### src/rtl/polyMulEnc_pkg.sv
package polyMulEnc_pkg;

  typedef enum logic [1:0] {
    ST_LOAD  = 2'd0,
    ST_FLUSH = 2'd1,
    ST_HOLD  = 2'd2
  } encState_t;

  typedef struct packed {
    logic clearRegs;
    logic shiftEn;
    logic injectZero;
  } encStrobe_t;

endpackage

### src/rtl/polyMulEnc_ctrl.sv
module polyMulEnc_ctrl
  import polyMulEnc_pkg::*;
#(
  parameter int MSG_BITS = 4,
  parameter int GEN_DEG  = 3
) (
  input  logic       clk,
  input  logic       rst_n,
  input  logic       clear,
  input  logic       dataValid,
  output encStrobe_t strb,
  output logic       doneQ
);

  localparam int MAX_CNT = (MSG_BITS > GEN_DEG) ? MSG_BITS : GEN_DEG;
  localparam int CNT_W   = $clog2(MAX_CNT + 1);
  localparam logic [CNT_W-1:0] LAST_MSG   = CNT_W'(MSG_BITS - 1);
  localparam logic [CNT_W-1:0] LAST_FLUSH = CNT_W'(GEN_DEG - 1);

  encState_t       state, stateNxt;
  logic [CNT_W-1:0] cnt, cntNxt;
  logic            doneNxt;

  always_comb begin
    strb.clearRegs  = clear;
    strb.shiftEn    = 1'b0;
    strb.injectZero = 1'b0;
    stateNxt        = state;
    cntNxt          = cnt;
    doneNxt         = 1'b0;
    if (clear) begin
      stateNxt = ST_LOAD;
      cntNxt   = '0;
    end else begin
      unique case (state)
        ST_LOAD: begin
          if (dataValid) begin
            strb.shiftEn = 1'b1;
            if (cnt == LAST_MSG) begin
              stateNxt = ST_FLUSH;
              cntNxt   = '0;
            end else begin
              cntNxt = cnt + 1'b1;
            end
          end
        end
        ST_FLUSH: begin
          strb.shiftEn    = 1'b1;
          strb.injectZero = 1'b1;
          if (cnt == LAST_FLUSH) begin
            stateNxt = ST_HOLD;
            cntNxt   = '0;
            doneNxt  = 1'b1;
          end else begin
            cntNxt = cnt + 1'b1;
          end
        end
        default: begin
          stateNxt = ST_HOLD;
        end
      endcase
    end
  end

  always_ff @(posedge clk or negedge rst_n) begin
    if (!rst_n) begin
      state <= ST_LOAD;
      cnt   <= '0;
      doneQ <= 1'b0;
    end else begin
      state <= stateNxt;
      cnt   <= cntNxt;
      doneQ <= doneNxt;
    end
  end

endmodule

### src/rtl/polyMulEnc_dp.sv
module polyMulEnc_dp
  import polyMulEnc_pkg::*;
#(
  parameter int                 GEN_DEG  = 3,
  parameter logic [GEN_DEG:0]   GEN_POLY = 4'b1011
) (
  input  logic       clk,
  input  logic       rst_n,
  input  encStrobe_t strb,
  input  logic       dataIn,
  output logic       codeOut,
  output logic       codeValid
);

  // hist[j] holds the input applied j+1 shifts ago
  logic [GEN_DEG-1:0] hist, histNxt;
  logic [GEN_DEG-1:0] tapTerm;
  logic               inBit;
  logic               sumBit;

  assign inBit = strb.injectZero ? 1'b0 : dataIn;

  for (genvar j = 0; j < GEN_DEG; j++) begin : g_tap
    assign tapTerm[j] = GEN_POLY[j+1] & hist[j];
  end

  assign sumBit = inBit ^ (^tapTerm);

  if (GEN_DEG == 1) begin : g_hist1
    assign histNxt = inBit;
  end else begin : g_histN
    assign histNxt = {hist[GEN_DEG-2:0], inBit};
  end

  always_ff @(posedge clk or negedge rst_n) begin
    if (!rst_n) begin
      hist      <= '0;
      codeOut   <= 1'b0;
      codeValid <= 1'b0;
    end else if (strb.clearRegs) begin
      hist      <= '0;
      codeOut   <= 1'b0;
      codeValid <= 1'b0;
    end else begin
      codeValid <= strb.shiftEn;
      if (strb.shiftEn) begin
        hist    <= histNxt;
        codeOut <= sumBit;
      end
    end
  end

endmodule

### src/rtl/polyMulEnc.sv
module polyMulEnc
  import polyMulEnc_pkg::*;
#(
  parameter int               MSG_BITS = 4,
  parameter int               GEN_DEG  = 3,
  parameter logic [GEN_DEG:0] GEN_POLY = 4'b1011
) (
  input  logic clk,
  input  logic rst_n,
  input  logic clear,
  input  logic dataIn,
  input  logic dataValid,
  output logic codeOut,
  output logic codeValid,
  output logic done
);

  encStrobe_t strb;

  polyMulEnc_ctrl #(
    .MSG_BITS(MSG_BITS),
    .GEN_DEG (GEN_DEG)
  ) u_ctrl (
    .clk      (clk),
    .rst_n    (rst_n),
    .clear    (clear),
    .dataValid(dataValid),
    .strb     (strb),
    .doneQ    (done)
  );

  polyMulEnc_dp #(
    .GEN_DEG (GEN_DEG),
    .GEN_POLY(GEN_POLY)
  ) u_dp (
    .clk      (clk),
    .rst_n    (rst_n),
    .strb     (strb),
    .dataIn   (dataIn),
    .codeOut  (codeOut),
    .codeValid(codeValid)
  );

endmodule

### config.mk
export PLATFORM = sky130hd
export DESIGN_NAME = polyMulEnc
export DESIGN_NICKNAME = d
export VERILOG_FILES = /design/src/rtl/polyMulEnc_pkg.sv /design/src/rtl/polyMulEnc_ctrl.sv /design/src/rtl/polyMulEnc_dp.sv /design/src/rtl/polyMulEnc.sv
export SDC_FILE = /design/constraint.sdc
export NUM_CORES = 1
export LEC_CHECK = 0
export BUFFER_PORTS_ARGS = -buffer_cell sky130_fd_sc_hd__buf_2
export CORE_MARGIN = 10
export CORE_UTILIZATION = 25
export CTS_CLUSTER_SIZE = 10
export DETAILED_ROUTE_END_ITERATION = 6
export GPL_TIMING_DRIVEN = 0
export MAX_ROUTING_LAYER = met4
export SYNTH_ARGS = -nofsm -noshare
export SYNTH_HDL_FRONTEND = slang
export SYNTH_SLANG_ARGS = --single-unit
### constraint.sdc
create_clock -name clk -period 1.4 [get_ports clk]
set_clock_uncertainty 0.2 [all_clocks]
set_input_delay 0.07 -clock clk [delete_from_list [all_inputs] [get_ports clk]]
set_output_delay 0.07 -clock clk [all_outputs]
set_load 0.01 [all_outputs]
# Word level (Yosys, flattened, before mapping)
# Index checks and enable logic that the tools add are counted.
word_totals:
  out_inout_bits: 3
  reg_bits: 11
  in_bits: 5
op_classes:
  eq_ne: 6
  mux: 23
  bitwise_logic: 1
  n_reduce_logical: 6
  n_addsub: 1
op_table:
  columns: ["op", "n"]
  rows:
  - ["2-to-1 mux 3 bit", 6]
  - ["2-to-1 mux 2 bit", 5]
  - ["2-to-1 mux 1 bit", 9]
  - ["equality test 3 x 2 -> 1 bit, second input constant", 2]
  - ["inequality test 3 x 2 -> 1 bit, second input constant", 2]
  - ["one-hot mux 3 bit (2 select lines)", 1]
  - ["one-hot mux 2 bit (2 select lines)", 1]
  - ["adder 3 x 1 -> 3 bit, second input constant", 1]
  - ["inequality test 3 bit, second input constant", 1]
  - ["AND reduction 3 bit", 1]
  - ["nonzero test 3 bit", 1]
  - ["XOR reduction 3 bit", 1]
  - ["equality test 2 x 1 -> 1 bit, second input constant", 1]
  - ["logical NOT 2 bit", 1]
  - ["one-hot mux 1 bit (2 select lines)", 1]
  - ["AND reduction 2 bit", 1]
  - ["nonzero test 2 bit", 1]
  - ["bitwise XOR 1 bit", 1]

# Depth between registers and ports, before layout
logic_depth:
  depth_word: 7
  mapped_depth: 6

# By module
# From an unflattened synthesis, not the netlist that was laid out.
unflattened:
  hier_cells: 57
  hier_area_um2: 619.3
modules_own_cells:
  columns: ["module", "n_inst", "cells_per_inst", "seq_area_each_um2", "area_per_inst_um2"]
  rows:
  - ["polyMulEnc_ctrl", 1, 37, 150.1, 386.6]
  - ["polyMulEnc_dp", 1, 20, 125.1, 232.7]

# Worst setup path after synthesis
# No wires, ideal clock.
synth_timing:
  path_kind: "register to register"
  from: "reg u_ctrl.cnt[0]"
  to: "reg u_ctrl.cnt[2]"
  stages_incl_launch_ff: 5
  slack_ns: -0.098
  arrival_time_ns: 1.232
  n_path_buf: 0
  t_required_ns: 1.134
  path_cell_list: "dfrtp_1 -> ha_1 -> ha_1 -> o31ai_1 -> a22o_1"
synth_between:
  elab_chain_cells: 5
  word_cells_on_any_way: 8
synth_rtl:
  columns: ["item", "line", "text"]
  rows:
  - ["start, declared", "polyMulEnc_ctrl.sv:21", "logic [CNT_W-1:0] cnt, cntNxt;"]
  - ["start signal, assigned", "polyMulEnc_ctrl.sv:72", "cnt <= cntNxt;"]
  - ["adder 3 x 1 -> 3 bit / equality test 3 x 2 -> 1 bit (equally long branches)", "polyMulEnc_ctrl.sv:43, polyMulEnc_ctrl.sv:55, polyMulEnc_ctrl.sv:39", null]
  - ["2-to-1 mux 3 bit", "polyMulEnc_ctrl.sv:39", "if (cnt == LAST_MSG) begin"]
  - ["2-to-1 mux 3 bit", "polyMulEnc_ctrl.sv:37", "if (dataValid) begin"]
  - ["one-hot mux 3 bit (2 select lines) *", "polyMulEnc_ctrl.sv:35", "unique case (state)"]
  - ["2-to-1 mux 3 bit *", "polyMulEnc_ctrl.sv:31", "if (clear) begin"]
# Every way passes the cells marked *; elsewhere a longest branch is shown, timed or not. The select of a mux whose other input is x is not followed.
# A chain may end at the register's enable or synchronous reset.

# Final worst setup path
# Same ends and word-level chain as after synthesis.

==> results.md <==
- Post-route cell area: 748.2 um2
- Largest net degree at the start of global routing: 12
- DRT Pass-1 Iters: 2
- Post-Synth Adder-Cell Area: 8.909%
- Synth Net Count: 57
- Core area: around 2200 um2
- Initial Util: 25.89%
- Final number of hold-violating endpoints: 0
- # IOs: 8
- Detailed Route WL: 1127 um
- Yosys cell types: 19
- XOR/XNOR Fraction of Synth Area: 3.118%
- Port Buf Inserts: 7
- Fin nets: 75
- Leakage: approximately 0.35 nW
- Die area: 4543 um2
- Htree depth: 1
- CTS sink cnt: 11
- Synthesized cell area: 561.8 um2
- Post-DP HPWL: 819.1 um
- Per-cell routed wire length: around 12 um
- DP Area: 646.9 um2
- TritonCTS clock tree: done
- Period utilization: 102.5%
- Hold WC Path Type: in2async
- P&R area growth vs syn: 33.18%
- DR WL met2: 608 um
- Routability cong.: slightly below 0.7
- Largest family of logic cells by synthesized area: compound AO/OA/AOI/OAI gates
- Root Buffer: clkbuf_4
- Grt ovf: 0
- Simple-Gate Fraction of Synth Area: 14.70%
- Wire length on met3: 86 um
- Routed vias: a little over 400
- Arrival @ worst endpoint: 1.44 ns
- Max-cap viol count: 0
- Status: complete, but fails checks
- Synth Instances: 48
- Synth Area in Compound Gates: a little over a fifth
- Mux contribution to synthesized area: 0%
- Power per cell area: 868.1 nW/um2
- Worst-Margin Slew: 0.2600 ns
- Synth Register Bits: 11
- Starting DRT DRC Count: 35
- Yosys warns: 0
- Worst-path fanout max: 3
- Num rows: 17
- Total power: 0.6495 mW
- DR top layer: met3
- Area of the multi-input gates: 306.5 um2
- ANT cells: 0
- Violated checks: negative setup slack
- Vias in the first global route: 462
- Startpoint Class: register
- Element type at the critical path end: register
- Peak VDD IR: 0.0002683 V
- Setup ws final: -0.03463 ns
- Setup violators final: 3
- Worst-path clk slew: 0.07 ns
- CTS buffer count: 3
- CTS Buffer Depth: 2
- Die X: 67.41 um
- Post-route DRC violation count: 0
- Sequential share of the synthesized area: 49.00%
- Fill count: around 220
- Fin crit period: around 1.4 ns
- Mapped Avg Cell Area: 11.70 um2
- First-pass GRT wire length: 2118 um
- Register area: 277.8 um2
- Share of layout cells above drive strength 1: 46.15%
- Chip height: 67.41 um
- Vias/cell: 4.387
- Fmax achieved: 0.6970 GHz
- Final antenna-violating net count: 0
- RSZ-0062 raised after global routing: yes
- WP data required: 1.40 ns
- Slew margin rel.: 82.67%
- Skew-Pair Late Insertion Delay: approximately 0.26 ns
- M1 wire length: 433 um
- Antenna violations before repair: 0
- Pins Over Slew Limit: 0
- Setup CP Type: reg2reg
- Total GRT Usage: 6.189%
layout by cell type (no fill, tap or decap), types with 3 or more instances in the layout:
cell type	Yosys	final
buf_4	0	3
nand2_1	6	6
inv_1	4	4
o21ai_2	3	3
dlygate4sd3_1	0	3
buf_2	0	7
dfrtp_1	11	9
a22o_1	3	3
clkbuf_4	0	3
cell usage after synthesis:
| master | n | area [um2] |
|---|---|---|
| a21oi_1 | 2 | 10.01 |
| a22o_1 | 3 | 26.28 |
| a22o_2 | 2 | 20.02 |
| dfrtp_1 | 11 | 275.3 |
| ha_1 | 4 | 50.05 |
| inv_1 | 4 | 15.01 |
| nand2_1 | 6 | 22.52 |
| nand2b_4 | 1 | 13.76 |
| nor2_1 | 2 | 7.510 |
| nor2_2 | 1 | 6.260 |
| nor2b_1 | 1 | 6.260 |
| nor3_1 | 2 | 10.01 |
| nor3_4 | 1 | 16.27 |
| o211ai_4 | 1 | 21.27 |
| o21ai_2 | 3 | 26.28 |
| o21ba_2 | 1 | 10.01 |
| o31ai_1 | 1 | 7.510 |
| xnor2_1 | 1 | 8.760 |
| xor2_1 | 1 | 8.760 |
path summary, 6_finish.rpt:
| path | cells after the start | slack (ns) | start | end |
|---|---|---|---|---|
| min in group clk | 5 | 0.01 | dataValid | u_ctrl.state[0]$_DFFE_PN0P_ |
| setup reg to reg | 4 | -0.03 | u_ctrl.cnt[0]$_DFFE_PN0P_ | u_ctrl.cnt[2]$_DFFE_PN0P_ |
| setup / recovery | 4 | -0.03 | u_ctrl.cnt[0]$_DFFE_PN0P_ | u_ctrl.cnt[2]$_DFFE_PN0P_ |
| max in group asynchronous | 2 | 0.77 | rst_n | u_ctrl.state[0]$_DFFE_PN0P_ |
| hold / removal | 2 | 0.003 | rst_n | u_dp.hist[2]$_DFFE_PN0P_ |
| hold reg to reg | 1 | 0.31 | u_dp.codeOut$_DFFE_PN0P_ | u_dp.codeOut$_DFFE_PN0P_ |
area by class of cell:
cell class	count	area share, %
clock buffer	4	3.512
tap	28	4.682
sequential	11	37.12
timing repair buffer	13	11.71
inverter	4	2.007
multi-input combinational	33	40.97
flip-flops by register name (all words and copies together) (netlist names):
| name | flops |
|---|---|
| u_ctrl.cnt | 3 |
| u_dp.hist | 3 |
| u_ctrl.state | 2 |
| u_ctrl.doneQ | 1 |
| u_dp.codeOut | 1 |
| u_dp.codeValid | 1 |
timing repair:
action	in CTS	in global routing
setup endpoints to repair	4	9
hold buffers	3	0
buffers inserted	3	0
hold endpoints to repair	15	0
resized for setup	4	2
pin swaps	2	4
critical path, cell delays in order (launching register included):
cell and delay, ns:
dfrtp_1 0.43, ha_4 0.19, ha_4 0.20, o31ai_2 0.21
a22o_1 0.15
per-layer routing:
metal  track usage, %  vias to the layer above
met5                -                        -
li1                 -                      202
met3            1.983                        0
met4            3.077                        0
met1            5.888                      200
met2            11.02                        6
kinds of logic after synthesis:
family,count (synthesis)
and+or+nand+nor,14
AOI/OAI and AO/OA,13
xor gates and xnor gates,2
DFF,11
buffers and inverters,4
adders and majority gates,4
where the power goes:
| part | switching, mW | internal (mW) |
|---|---|---|
| clock | 0.102 | 0.110 |
| combinational | 0.0496 | 0.0466 |
| sequential | 0.0115 | 0.330 |
| total | 0.163 | 0.487 |
through the flow:
step	TNS (ns)	setup slack, ns	cells	util, %	hold WS [ns]
3_5_place_dp	-0.09479	-0.07881	83	29.82	-0.2438
2_1_floorplan	0	0.004527	48	-	-0.4256
6_report	-0.04190	-0.03463	93	34.49	0.003064
5_1_grt	-0.4884	-0.07988	93	34.49	0.02437
4_1_cts	-0.05903	-0.03943	93	34.31	0.009836
3_3_place_gp	-0.03940	-0.03940	83	29.82	-0.2507
(Power assumes the default switching activity.)
